==> config.mk <==
export PLATFORM = sky130hd
export DESIGN_NAME = rail_strobe_seq
export DESIGN_NICKNAME = d
export VERILOG_FILES = /design/src/rtl/rss_pkg.sv /design/src/rtl/rss_slot_map.sv /design/src/rtl/rss_seq_ctrl.sv /design/src/rtl/rss_rail_bank.sv /design/src/rtl/rail_strobe_seq.sv
export SDC_FILE = /design/constraint.sdc
export NUM_CORES = 1
export LEC_CHECK = 0
export CELL_PAD_IN_SITES_DETAIL_PLACEMENT = 1
export CELL_PAD_IN_SITES_GLOBAL_PLACEMENT = 2
export CORE_MARGIN = 5
export CORE_UTILIZATION = 28
export CTS_BUF_LIST = sky130_fd_sc_hd__clkbuf_8
export DETAILED_ROUTE_END_ITERATION = 6
export PLACE_DENSITY_LB_ADDON = 0.2
export SLEW_MARGIN = 20
export SYNTH_ARGS = -nofsm -noshare
export SYNTH_HDL_FRONTEND = slang
export SYNTH_HIERARCHICAL = 1
export SYNTH_SLANG_ARGS = --single-unit
==> constraint.sdc <==
create_clock -name clk -period 5.1 [get_ports clk]
set_input_delay 1.02 -clock clk [delete_from_list [all_inputs] [get_ports clk]]
set_output_delay 1.02 -clock clk [all_outputs]
set_load 0.005 [all_outputs]
==> src/rtl/rss_pkg.sv <==
package rss_pkg;
  typedef enum logic [2:0] {
    PH_OFF, PH_UP, PH_ACT, PH_DOWN, PH_SUSP, PH_RECV
  } phase_e;

  typedef enum logic [1:0] {
    ST_OFF      = 2'd0,
    ST_ACTIVE   = 2'd1,
    ST_SUSPEND  = 2'd2,
    ST_RECOVERY = 2'd3
  } state_e;
endpackage

==> src/rtl/rss_slot_map.sv <==
// Filters each rail's slot field: the always-on pair keeps only slots 1/2,
// every other rail keeps only slots 3 and up. Rejected values map to 0.
module rss_slot_map #(
  parameter int NRAIL    = 6,
  parameter int AO_RAILS = 2,
  parameter int SW       = 4
) (
  input  logic [NRAIL*SW-1:0] rail_slot_i,
  output logic [NRAIL*SW-1:0] eff_slot_o
);
  for (genvar r = 0; r < NRAIL; r++) begin : g_rail
    logic [SW-1:0] raw;
    assign raw = rail_slot_i[r*SW +: SW];
    if (r < AO_RAILS) begin : g_ao
      assign eff_slot_o[r*SW +: SW] =
        (raw == SW'(1) || raw == SW'(2)) ? raw : '0;
    end else begin : g_std
      assign eff_slot_o[r*SW +: SW] = (raw >= SW'(3)) ? raw : '0;
    end
  end
endmodule

==> src/rtl/rss_seq_ctrl.sv <==
// Phase machine, slot pointer and per-slot dwell timer.
module rss_seq_ctrl
  import rss_pkg::*;
#(
  parameter int NSLOT = 16,
  parameter int DW    = 8,
  parameter int SW    = 4
) (
  input  logic                    clk,
  input  logic                    rst_n,
  input  logic                    pwr_en_i,
  input  logic                    fault_i,
  input  logic                    seal_i,
  input  logic [(NSLOT-1)*DW-1:0] slot_dly_i,
  output phase_e                  phase_o,
  output logic [SW-1:0]           cur_o,
  output logic                    done_o,
  output state_e                  state_o
);
  localparam int LAST = NSLOT - 1;

  logic [DW-1:0] dly_a [NSLOT];
  assign dly_a[0] = '0;
  for (genvar s = 1; s <= LAST; s++) begin : g_dly
    assign dly_a[s] = slot_dly_i[(s-1)*DW +: DW];
  end

  phase_e        ph_q, ph_d;
  state_e        st_q, st_d;
  logic [SW-1:0] cur_q, cur_d;
  logic [DW-1:0] tm_q, tm_d;
  logic          seal_q, seal_d, flt_q, flt_d, done_q, done_d;
  logic          up_req, dn_req, tm_zero;
  logic [SW-1:0] stop_slot;

  assign up_req    = pwr_en_i && !fault_i;
  assign dn_req    = !pwr_en_i || fault_i;
  assign tm_zero   = (tm_q == '0);
  assign stop_slot = seal_q ? SW'(3) : SW'(1);

  always_comb begin
    ph_d   = ph_q;
    st_d   = st_q;
    cur_d  = cur_q;
    tm_d   = tm_q;
    seal_d = seal_q;
    flt_d  = flt_q;
    done_d = 1'b0;
    case (ph_q)
      PH_OFF, PH_SUSP, PH_RECV: begin
        if (up_req) begin
          ph_d  = PH_UP;
          cur_d = SW'(1);
          tm_d  = dly_a[1];
        end
      end
      PH_UP: begin
        if (!tm_zero) begin
          tm_d = tm_q - DW'(1);
        end else if (cur_q == SW'(LAST)) begin
          ph_d   = PH_ACT;
          st_d   = ST_ACTIVE;
          done_d = 1'b1;
        end else begin
          cur_d = cur_q + SW'(1);
          tm_d  = dly_a[cur_q + SW'(1)];
        end
      end
      PH_ACT: begin
        if (dn_req) begin
          ph_d   = PH_DOWN;
          cur_d  = SW'(LAST);
          tm_d   = dly_a[LAST];
          seal_d = seal_i;
          flt_d  = fault_i;
        end
      end
      PH_DOWN: begin
        if (!tm_zero) begin
          tm_d = tm_q - DW'(1);
        end else if (cur_q == stop_slot) begin
          done_d = 1'b1;
          if (!seal_q) begin
            ph_d = PH_OFF;
            st_d = ST_OFF;
          end else if (flt_q) begin
            ph_d = PH_RECV;
            st_d = ST_RECOVERY;
          end else begin
            ph_d = PH_SUSP;
            st_d = ST_SUSPEND;
          end
        end else begin
          cur_d = cur_q - SW'(1);
          tm_d  = dly_a[cur_q - SW'(1)];
        end
      end
      default: ph_d = PH_OFF;
    endcase
  end

  always_ff @(posedge clk or negedge rst_n) begin
    if (!rst_n) begin
      ph_q   <= PH_OFF;
      st_q   <= ST_OFF;
      cur_q  <= '0;
      tm_q   <= '0;
      seal_q <= 1'b0;
      flt_q  <= 1'b0;
      done_q <= 1'b0;
    end else begin
      ph_q   <= ph_d;
      st_q   <= st_d;
      cur_q  <= cur_d;
      tm_q   <= tm_d;
      seal_q <= seal_d;
      flt_q  <= flt_d;
      done_q <= done_d;
    end
  end

  assign phase_o = ph_q;
  assign cur_o   = cur_q;
  assign done_o  = done_q;
  assign state_o = st_q;

  p_done_pulse_r10: assert property (@(posedge clk) disable iff (!rst_n)
    done_q |=> !done_q);
  p_seal_floor_r6: assert property (@(posedge clk) disable iff (!rst_n)
    (ph_q == PH_DOWN && seal_q) |-> (cur_q >= SW'(3)));
  p_active_code_r7: assert property (@(posedge clk) disable iff (!rst_n)
    (ph_q == PH_ACT) |-> (st_q == ST_ACTIVE));
  p_busy_slot_r2: assert property (@(posedge clk) disable iff (!rst_n)
    (ph_q == PH_UP || ph_q == PH_DOWN) |-> (cur_q != '0));
  p_hold_request_r9: assert property (@(posedge clk) disable iff (!rst_n)
    (ph_q == PH_DOWN) |=> (ph_q != PH_UP));
  p_up_uninterrupted_r11: assert property (@(posedge clk) disable iff (!rst_n)
    (ph_q == PH_UP) |=> (ph_q == PH_UP || ph_q == PH_ACT));
endmodule

==> src/rtl/rss_rail_bank.sv <==
// Rail enable registers: set on a matching slot while rising, cleared while falling.
module rss_rail_bank
  import rss_pkg::*;
#(
  parameter int NRAIL = 6,
  parameter int SW    = 4
) (
  input  logic                clk,
  input  logic                rst_n,
  input  phase_e              phase_i,
  input  logic [SW-1:0]       cur_i,
  input  logic [NRAIL*SW-1:0] eff_slot_i,
  output logic [NRAIL-1:0]    en_o
);
  logic [NRAIL-1:0] en_q, en_d, hit;
  logic             going_up, going_dn, upd_en;

  assign going_up = (phase_i == PH_UP);
  assign going_dn = (phase_i == PH_DOWN);
  assign upd_en   = going_up || going_dn;

  for (genvar r = 0; r < NRAIL; r++) begin : g_hit
    assign hit[r] = (eff_slot_i[r*SW +: SW] == cur_i);
  end

  always_comb begin
    en_d = en_q;
    if (going_up) en_d = en_q | hit;
    if (going_dn) en_d = en_q & ~hit;
  end

  always_ff @(posedge clk or negedge rst_n) begin
    if (!rst_n) begin
      en_q <= '0;
    end else if (upd_en) begin
      en_q <= en_d;
    end
  end

  assign en_o = en_q;

  p_off_all_low_r1: assert property (@(posedge clk) disable iff (!rst_n)
    (phase_i == PH_OFF) |-> (en_q == '0));
  p_up_no_fall_r2: assert property (@(posedge clk) disable iff (!rst_n)
    going_up |=> ((en_q & $past(en_q)) == $past(en_q)));
  p_dn_no_rise_r5: assert property (@(posedge clk) disable iff (!rst_n)
    going_dn |=> ((en_q & ~$past(en_q)) == '0));
endmodule

==> src/rtl/rail_strobe_seq.sv <==
module rail_strobe_seq
  import rss_pkg::*;
#(
  parameter  int NRAIL = 6,
  parameter  int NSLOT = 16,
  parameter  int DLY_W = 8,
  localparam int SW    = $clog2(NSLOT)
) (
  input  logic                       clk,
  input  logic                       rst_n,
  input  logic                       pwr_en_i,
  input  logic                       fault_i,
  input  logic                       seal_i,
  input  logic [NRAIL*SW-1:0]        rail_slot_i,
  input  logic [(NSLOT-1)*DLY_W-1:0] slot_dly_i,
  output logic [NRAIL-1:0]           rail_en_o,
  output logic [1:0]                 state_o,
  output logic                       seq_done_o
);
  localparam int AO_RAILS = 2;

  logic [NRAIL*SW-1:0] eff_slot;
  phase_e              phase;
  state_e              st;
  logic [SW-1:0]       cur;

  rss_slot_map #(.NRAIL(NRAIL), .AO_RAILS(AO_RAILS), .SW(SW)) u_map (
    .rail_slot_i (rail_slot_i),
    .eff_slot_o  (eff_slot)
  );

  rss_seq_ctrl #(.NSLOT(NSLOT), .DW(DLY_W), .SW(SW)) u_ctrl (
    .clk        (clk),
    .rst_n      (rst_n),
    .pwr_en_i   (pwr_en_i),
    .fault_i    (fault_i),
    .seal_i     (seal_i),
    .slot_dly_i (slot_dly_i),
    .phase_o    (phase),
    .cur_o      (cur),
    .done_o     (seq_done_o),
    .state_o    (st)
  );

  rss_rail_bank #(.NRAIL(NRAIL), .SW(SW)) u_bank (
    .clk        (clk),
    .rst_n      (rst_n),
    .phase_i    (phase),
    .cur_i      (cur),
    .eff_slot_i (eff_slot),
    .en_o       (rail_en_o)
  );

  assign state_o = st;

  p_state_steady_r7: assert property (@(posedge clk) disable iff (!rst_n)
    !seq_done_o |-> $stable(state_o));
endmodule

==> flow_metrics.tcl, run 1 <==
set metrics [dict create \
    met2_usage_pct 30.9 \
    crit_required_ns 5.24 \
    slowest_stage "ha_2" \
    worst-path-stages 8 \
    vdd_drop_max_v 0.000267 \
    synth_cell_type_count 60 \
    track_usage_pct 17.8 \
    cts_post_setup_buffers_inserted 0 \
    synth_area_per_cell_um2 9.08 \
    die-area_mm2 0.0173 \
    fp.dieH_um 131 \
    crit_fanout 35 \
    reg2reg_slack_ns 1.81 \
    fmax_mhz 304 \
    overflow 0 \
    antenna_found_initial 0 \
    synth_edf_count 0 \
    r2r-start "u_ctrl/cur_o[1]" \
    cts_sinks 26 \
    p_per_area_mw_per_mm2 538 \
    drc 0 \
    endpoint "u_ctrl/tm_q[2]" \
    crit_path_end_kind "register" \
    use_met3_pct 3.71 \
    ys_warn_count 6 \
    drtIter0Drc 222 \
    rsz0062_at_grt "false" \
    crit_path_max_incr_delay_ns 0.90 \
    drive_above_1_share_pct 15.3 \
    netlist_area_mm2 0.00413 \
    async_flop_share_pct 100 \
    fin_nets 733 \
    use_met1_pct 23.5 \
    dp_hpwl_um 12700 \
    fp-row-count 44 \
    outcome "finished, final reports clean" \
    finClkSkew_ns 0.00719 \
    grt_busiest_layer "met2" \
    die_x_um 131 \
    cts_tree "built" \
    p_sw_share_pct 49.5 \
    worstSetupStartpoint "u_ctrl/cur_o[1]" \
    synth_top_area_cell "mux4_2" \
    maxCapViolCount 0 \
    maxSlewViolCount 0 \
    post_drt_wl_per_cell_um 20.7 \
    core_mm2 0.0145 \
    power.switching_mw 1.56 \
    synth.top_cell.area_share_pct 21.3 \
    relSlewSlack_pct 26.9 \
    syn_inst 455 \
    worstReg2RegEnd "u_ctrl/tm_q[2]" \
    post_cts_resized 0 \
    cts.path.max_buffers 2 \
    worstPathArrival_ns 3.44 \
    antennaDiodeCount 0 \
    min_period_ns 3.29 \
    ant_nets 0 \
    dominantRegCellSynth "dfrtp_1" \
    yosys-top-cells-count "41 x nand2_1, 39 x mux4_2, 32 x o21ai_0, 31 x xnor2_1, 28 x nand3_1" \
    worstRegToRegCells 8 \
    power_frac_seq_pct 15.2 \
    crit_chain "inv_1, ha_2, buf_4, mux2_2, a221oi_1, o21ai_0, o211ai_1, o2111ai_1" \
    cp_num_buf_inv 2 \
    power_mw 3.15 \
    final_util_pct 40.4 \
    grt_max_degree 66 \
    wl_um 15800 \
    hold_class "reg2reg" \
    clk_latency_ns 0.28 \
    fin_tns_setup_ns 0 \
    internal_power_mw 1.59 \
    path_delay_family "adder cells" \
    period_share_pct 64.6 \
    ioPinCount 158 \
    postCtsHoldBufs 0 \
    clock-root-buffer "clkbuf_8" \
    io_buffers 157 \
    leakagePower_nw 2.07 \
    fill_cells 1677 \
    clk_pin_slew_worst_paths_ns 0.11 \
    start_kind "register" \
    areaGrowthSynthToFinish_pct 41.7 \
    worstMarginPinSlew_ns 1.09 \
    grt_pass1_wl_um 26000 \
    initial_core_util_pct 28.5 \
    dr.pass1.iters 4 \
    hold_viol 0 \
    place_congestion 0.830 \
    synth_seq_cells 26 \
    synth_area_leaders "mux4_2 21%, dfrtp_1 16%, xnor2_1 6.6%" \
    ys_seq_area_share_pct 15.7 \
    htree_levels 1 \
    grt_pass1_vias 4849 \
    via_per_inst 5.55 \
    numCtsBuffers 3 \
    setup_viol_count_final 0 \
    pwr-share-comb_pct 79.0 \
    criticalPathCategory "reg2reg" \
    clockPowerShare_pct 5.8 \
    yosysMostFrequentCell "nand2_1" \
    vias 4243 \
]
-- layout by cell type, fill, tap and decap left out, drive strengths merged, types with 4 or more instances in the layout --
cell type / instances
inv: 8
mux2i: 22
nor4b: 4
o21ai: 33
conb: 4
nand2: 41
mux2: 23
mux4: 39
clkdlybuf4s50: 157
buf: 10
a21oi: 14
o31ai: 13
nor2: 27
xnor2: 31
nand3: 28
o31a: 8
nand4: 7
nor3: 4
a221oi: 11
o211ai: 9
dfrtp: 26
-- through the flow --
step           area, µm²  hold WS [ns]  worst slack (ns)  cells
4_1_cts             5840         0.532              1.83    764
6_report            5860         0.518              1.81    764
3_5_place_dp        5770         0.506              1.86    760
3_3_place_gp        5770         0.487              1.91    760
5_1_grt             5860         0.583              1.64    764
2_1_floorplan       4140         0.477              1.89    458
-- area by class of cell --
class	instances	area (µm²)	area share, %
clock buffers	3	41.3	0.705
clock inverters	1	30.0	0.513
inverters	9	33.8	0.577
multi-input cells	374	3220	55.0
flip-flops and latches	26	654	11.2
well taps	184	230	3.93
repair buffers	167	1650	28.1
-- cell families (layout without fill, tap and decap cells) --
kind of cell,Yosys count,in the layout,share of synthesized area (%)
AND/OR/NAND/NOR,135,135,16.3
buffers and inverters,58,180,7.14
other,1,4,0.0907
multiplexers,84,84,32.8
XOR/XNOR,34,34,7.21
AO/OA/AOI/OAI,114,114,19.7
adder cells (fa/ha/maj),3,3,0.908
flip-flops,26,26,15.7
-- per-layer routing --
| metal | vias up | routed length [µm] | share of wire [%] |
|---|---|---|---|
| met3 | 8 | 878 | 5.6 |
| li1 | 2003 | - | - |
| met5 | - | 0 | 0 |
| met2 | 134 | 7780 | 49 |
| met4 | 0 | 75 | 0.48 |
| met1 | 2098 | 7050 | 45 |
-- power by group through the flow --
stage | clock (mW) | sequential, mW | combinational [mW]
6_report | 0.181 | 0.479 | 2.49
3_3_place_gp | 0 | 0.478 | 2.45
2_1_floorplan | 0 | 0.375 | 1.90
3_5_place_dp | 0 | 0.483 | 2.49
4_1_cts | 0.187 | 0.478 | 2.50
5_1_grt | 0.197 | 0.502 | 2.71
-- worst min-delay path by stage --
stage	endpoint	slack (ns)	depth (start not counted)
3_5_place_dp	register	0.51	2
6_report	register	0.52	2
2_1_floorplan	u_ctrl/tm_q[6]	0.48	2
3_3_place_gp	register	0.49	2
4_1_cts	register	0.53	2
5_1_grt	register	0.58	2
-- tightest hold or removal path, stage by stage (launching register included) --
cell and delay [ns]:
dfrtp_1 0.35, o21ai_0 0.08, o31ai_1 0.06
No activity file was read; power rests on OpenSTA's default activity.
==> run 2: changes to the inputs <==
Settings changed: CORE_UTILIZATION 28 to 26.
Clock period 5.1 ns to 3.1 ns, I/O delays scaled along.
==> flow_metrics.tcl, run 2 (synthesis gave the netlist of run 1 again) <==
set metrics [dict create \
    fin_tns_setup_ns 0 \
    ioPinCount 158 \
    hold_depth 2 \
    fin_nets 745 \
    start_kind "register" \
    cts_post_setup_buffers_inserted 0 \
    maxCapViolCount 0 \
    grt_max_degree 57 \
    rsz0062_at_grt "false" \
    vias 4317 \
    wl_um 16800 \
    p_per_area_mw_per_mm2 892 \
    r2r-start "u_ctrl/tm_q[0]" \
    cts_tree "built" \
    final_common_cell "clkdlybuf4s50_1" \
    cts_sinks 26 \
    areaGrowthSynthToFinish_pct 44.8 \
    cts.path.max_buffers 2 \
    leakagePower_nw 2.13 \
    clk_pin_slew_worst_paths_ns 0.11 \
    setup_viol_count_final 0 \
    grt_pass1_wl_um 26800 \
    hold_class "reg2reg" \
    grt_pass1_vias 4900 \
    die_x_um 136 \
    htree_levels 1 \
    postCtsHoldBufs 0 \
    hold_viol 0 \
    post_cts_resized 0 \
    place_congestion 0.861 \
    worstRegToRegCells 7 \
    final_util_pct 38.1 \
    drtIter0Drc 162 \
    drc 0 \
    vdd_drop_max_v 0.000338 \
    crit_fanout 8 \
    crit_path_end_kind "register" \
    stdcell_area_mm2 0.00598 \
    criticalPathCategory "reg2reg" \
    power_mw 5.34 \
    initial_core_util_pct 26.3 \
    drive_above_1_share_pct 17.1 \
    outcome "finished, final reports clean" \
    overflow 0 \
    period_share_pct 90.1 \
    relSlewSlack_pct 48.9 \
    min_period_ns 2.79 \
    finClkSkew_ns 0.00898 \
    worstPathArrival_ns 3.00 \
    crit_required_ns 3.31 \
    fp.dieH_um 136 \
    die-area_mm2 0.0185 \
    dr.pass1.iters 4 \
    clk_latency_ns 0.29 \
    numCtsBuffers 3 \
    via_per_inst 5.34 \
    reg2reg_slack_ns 0.31 \
    core_mm2 0.0157 \
    post_drt_wl_per_cell_um 20.8 \
    fp-row-count 46 \
    antennaDiodeCount 0 \
    ant_nets 0 \
    clock-root-buffer "clkbuf_8" \
    antenna_found_initial 0 \
    final_cell_mix "157 x clkdlybuf4s50_1, 41 x nand2_1, 39 x mux4_2" \
    io_buffers 157 \
    track_usage_pct 18.2 \
    worstMarginPinSlew_ns 0.765 \
    fmax_mhz 358 \
    maxSlewViolCount 0 \
    worstReg2RegEnd "u_ctrl/tm_q[1]" \
    place_area_mm2 0.00593 \
    dp_hpwl_um 13700 \
]
==> run 2: cell count changes in the layout (fill, tap and decap cells not counted), sizes merged <==
| cell | previous run | this run |
|---|---|---|
| buf | 10 | 22 |
| bufinv | 1 | 0 |
| clkbuf | 3 | 4 |
==> run 2: routing by layer <==
| metal | part of all wire, % | wire length, µm | vias up | track usage (%) |
|---|---|---|---|---|
| met1 | 43 | 7300 | 2141 | 23.7 |
| met2 | 50 | 8370 | 130 | 31.7 |
| li1 | - | - | 2029 | - |
| met5 | 0 | 0 | - | 0 |
| met4 | 1.4 | 233 | 0 | 3.58 |
| met3 | 5.4 | 915 | 17 | 3.07 |
==> run 2: layout make-up <==
cell class                      count  area, µm²
Multi-Input combinational cell    374       3210
Clock buffer                        4       55.1
Inverter                            9       33.8
Fill cell                        1779       9730
Sequential cell                    26        654
Tap cell                          216        270
Timing Repair Buffer              179       1760
==> run 2: how the worst max path moves through the flow <==
stage / start / endpoint / depth (start not counted)
after floorplan: u_ctrl/cur_o[0] / u_ctrl/tm_q[5] / 10
after global placement: u_ctrl/tm_q[0] / u_ctrl/tm_q[2] / 7
after detailed placement: u_ctrl/tm_q[0] / u_ctrl/tm_q[2] / 7
after CTS: u_ctrl/tm_q[0] / u_ctrl/tm_q[2] / 7
after global routing: u_ctrl/cur_o[0] / u_ctrl/tm_q[2] / 8
final: u_ctrl/tm_q[0] / u_ctrl/tm_q[1] / 7
==> run 2: worst max-delay path, cell delays in order (launching register included) <==
cell	delay, ns
dfrtp_1	0.43
inv_1	0.07
ha_1	0.22
or4b_4	0.53
or3_1	0.52
nor4_4	0.60
o211ai_1	0.19
o2111ai_1	0.14
==> run 2: report_power, final <==
group	switching, mW	internal (mW)	leakage [nW]	total (mW)
logic	2.27	2.07	1.79	4.34
registers	0.260	0.495	0.319	0.755
clock network	0.124	0.114	0.0288	0.238
total	2.66	2.68	2.13	5.34
==> run 2: stage by stage <==
step | setup slack [ns] | hold slack (ns) | instances
floorplan | 0.0366 | 0.324 | 458
global placement | 0.335 | 0.489 | 804
detailed placement | 0.319 | 0.496 | 804
CTS | 0.293 | 0.521 | 808
global route | 0.125 | 0.554 | 808
finish | 0.305 | 0.512 | 808
==> run 3: changes to the inputs <==
Settings changed: HOLD_SLACK_MARGIN set to 0.1.
==> results of run 3 <==
No change in the layout: final DEF, timing and power equal those of run 2.
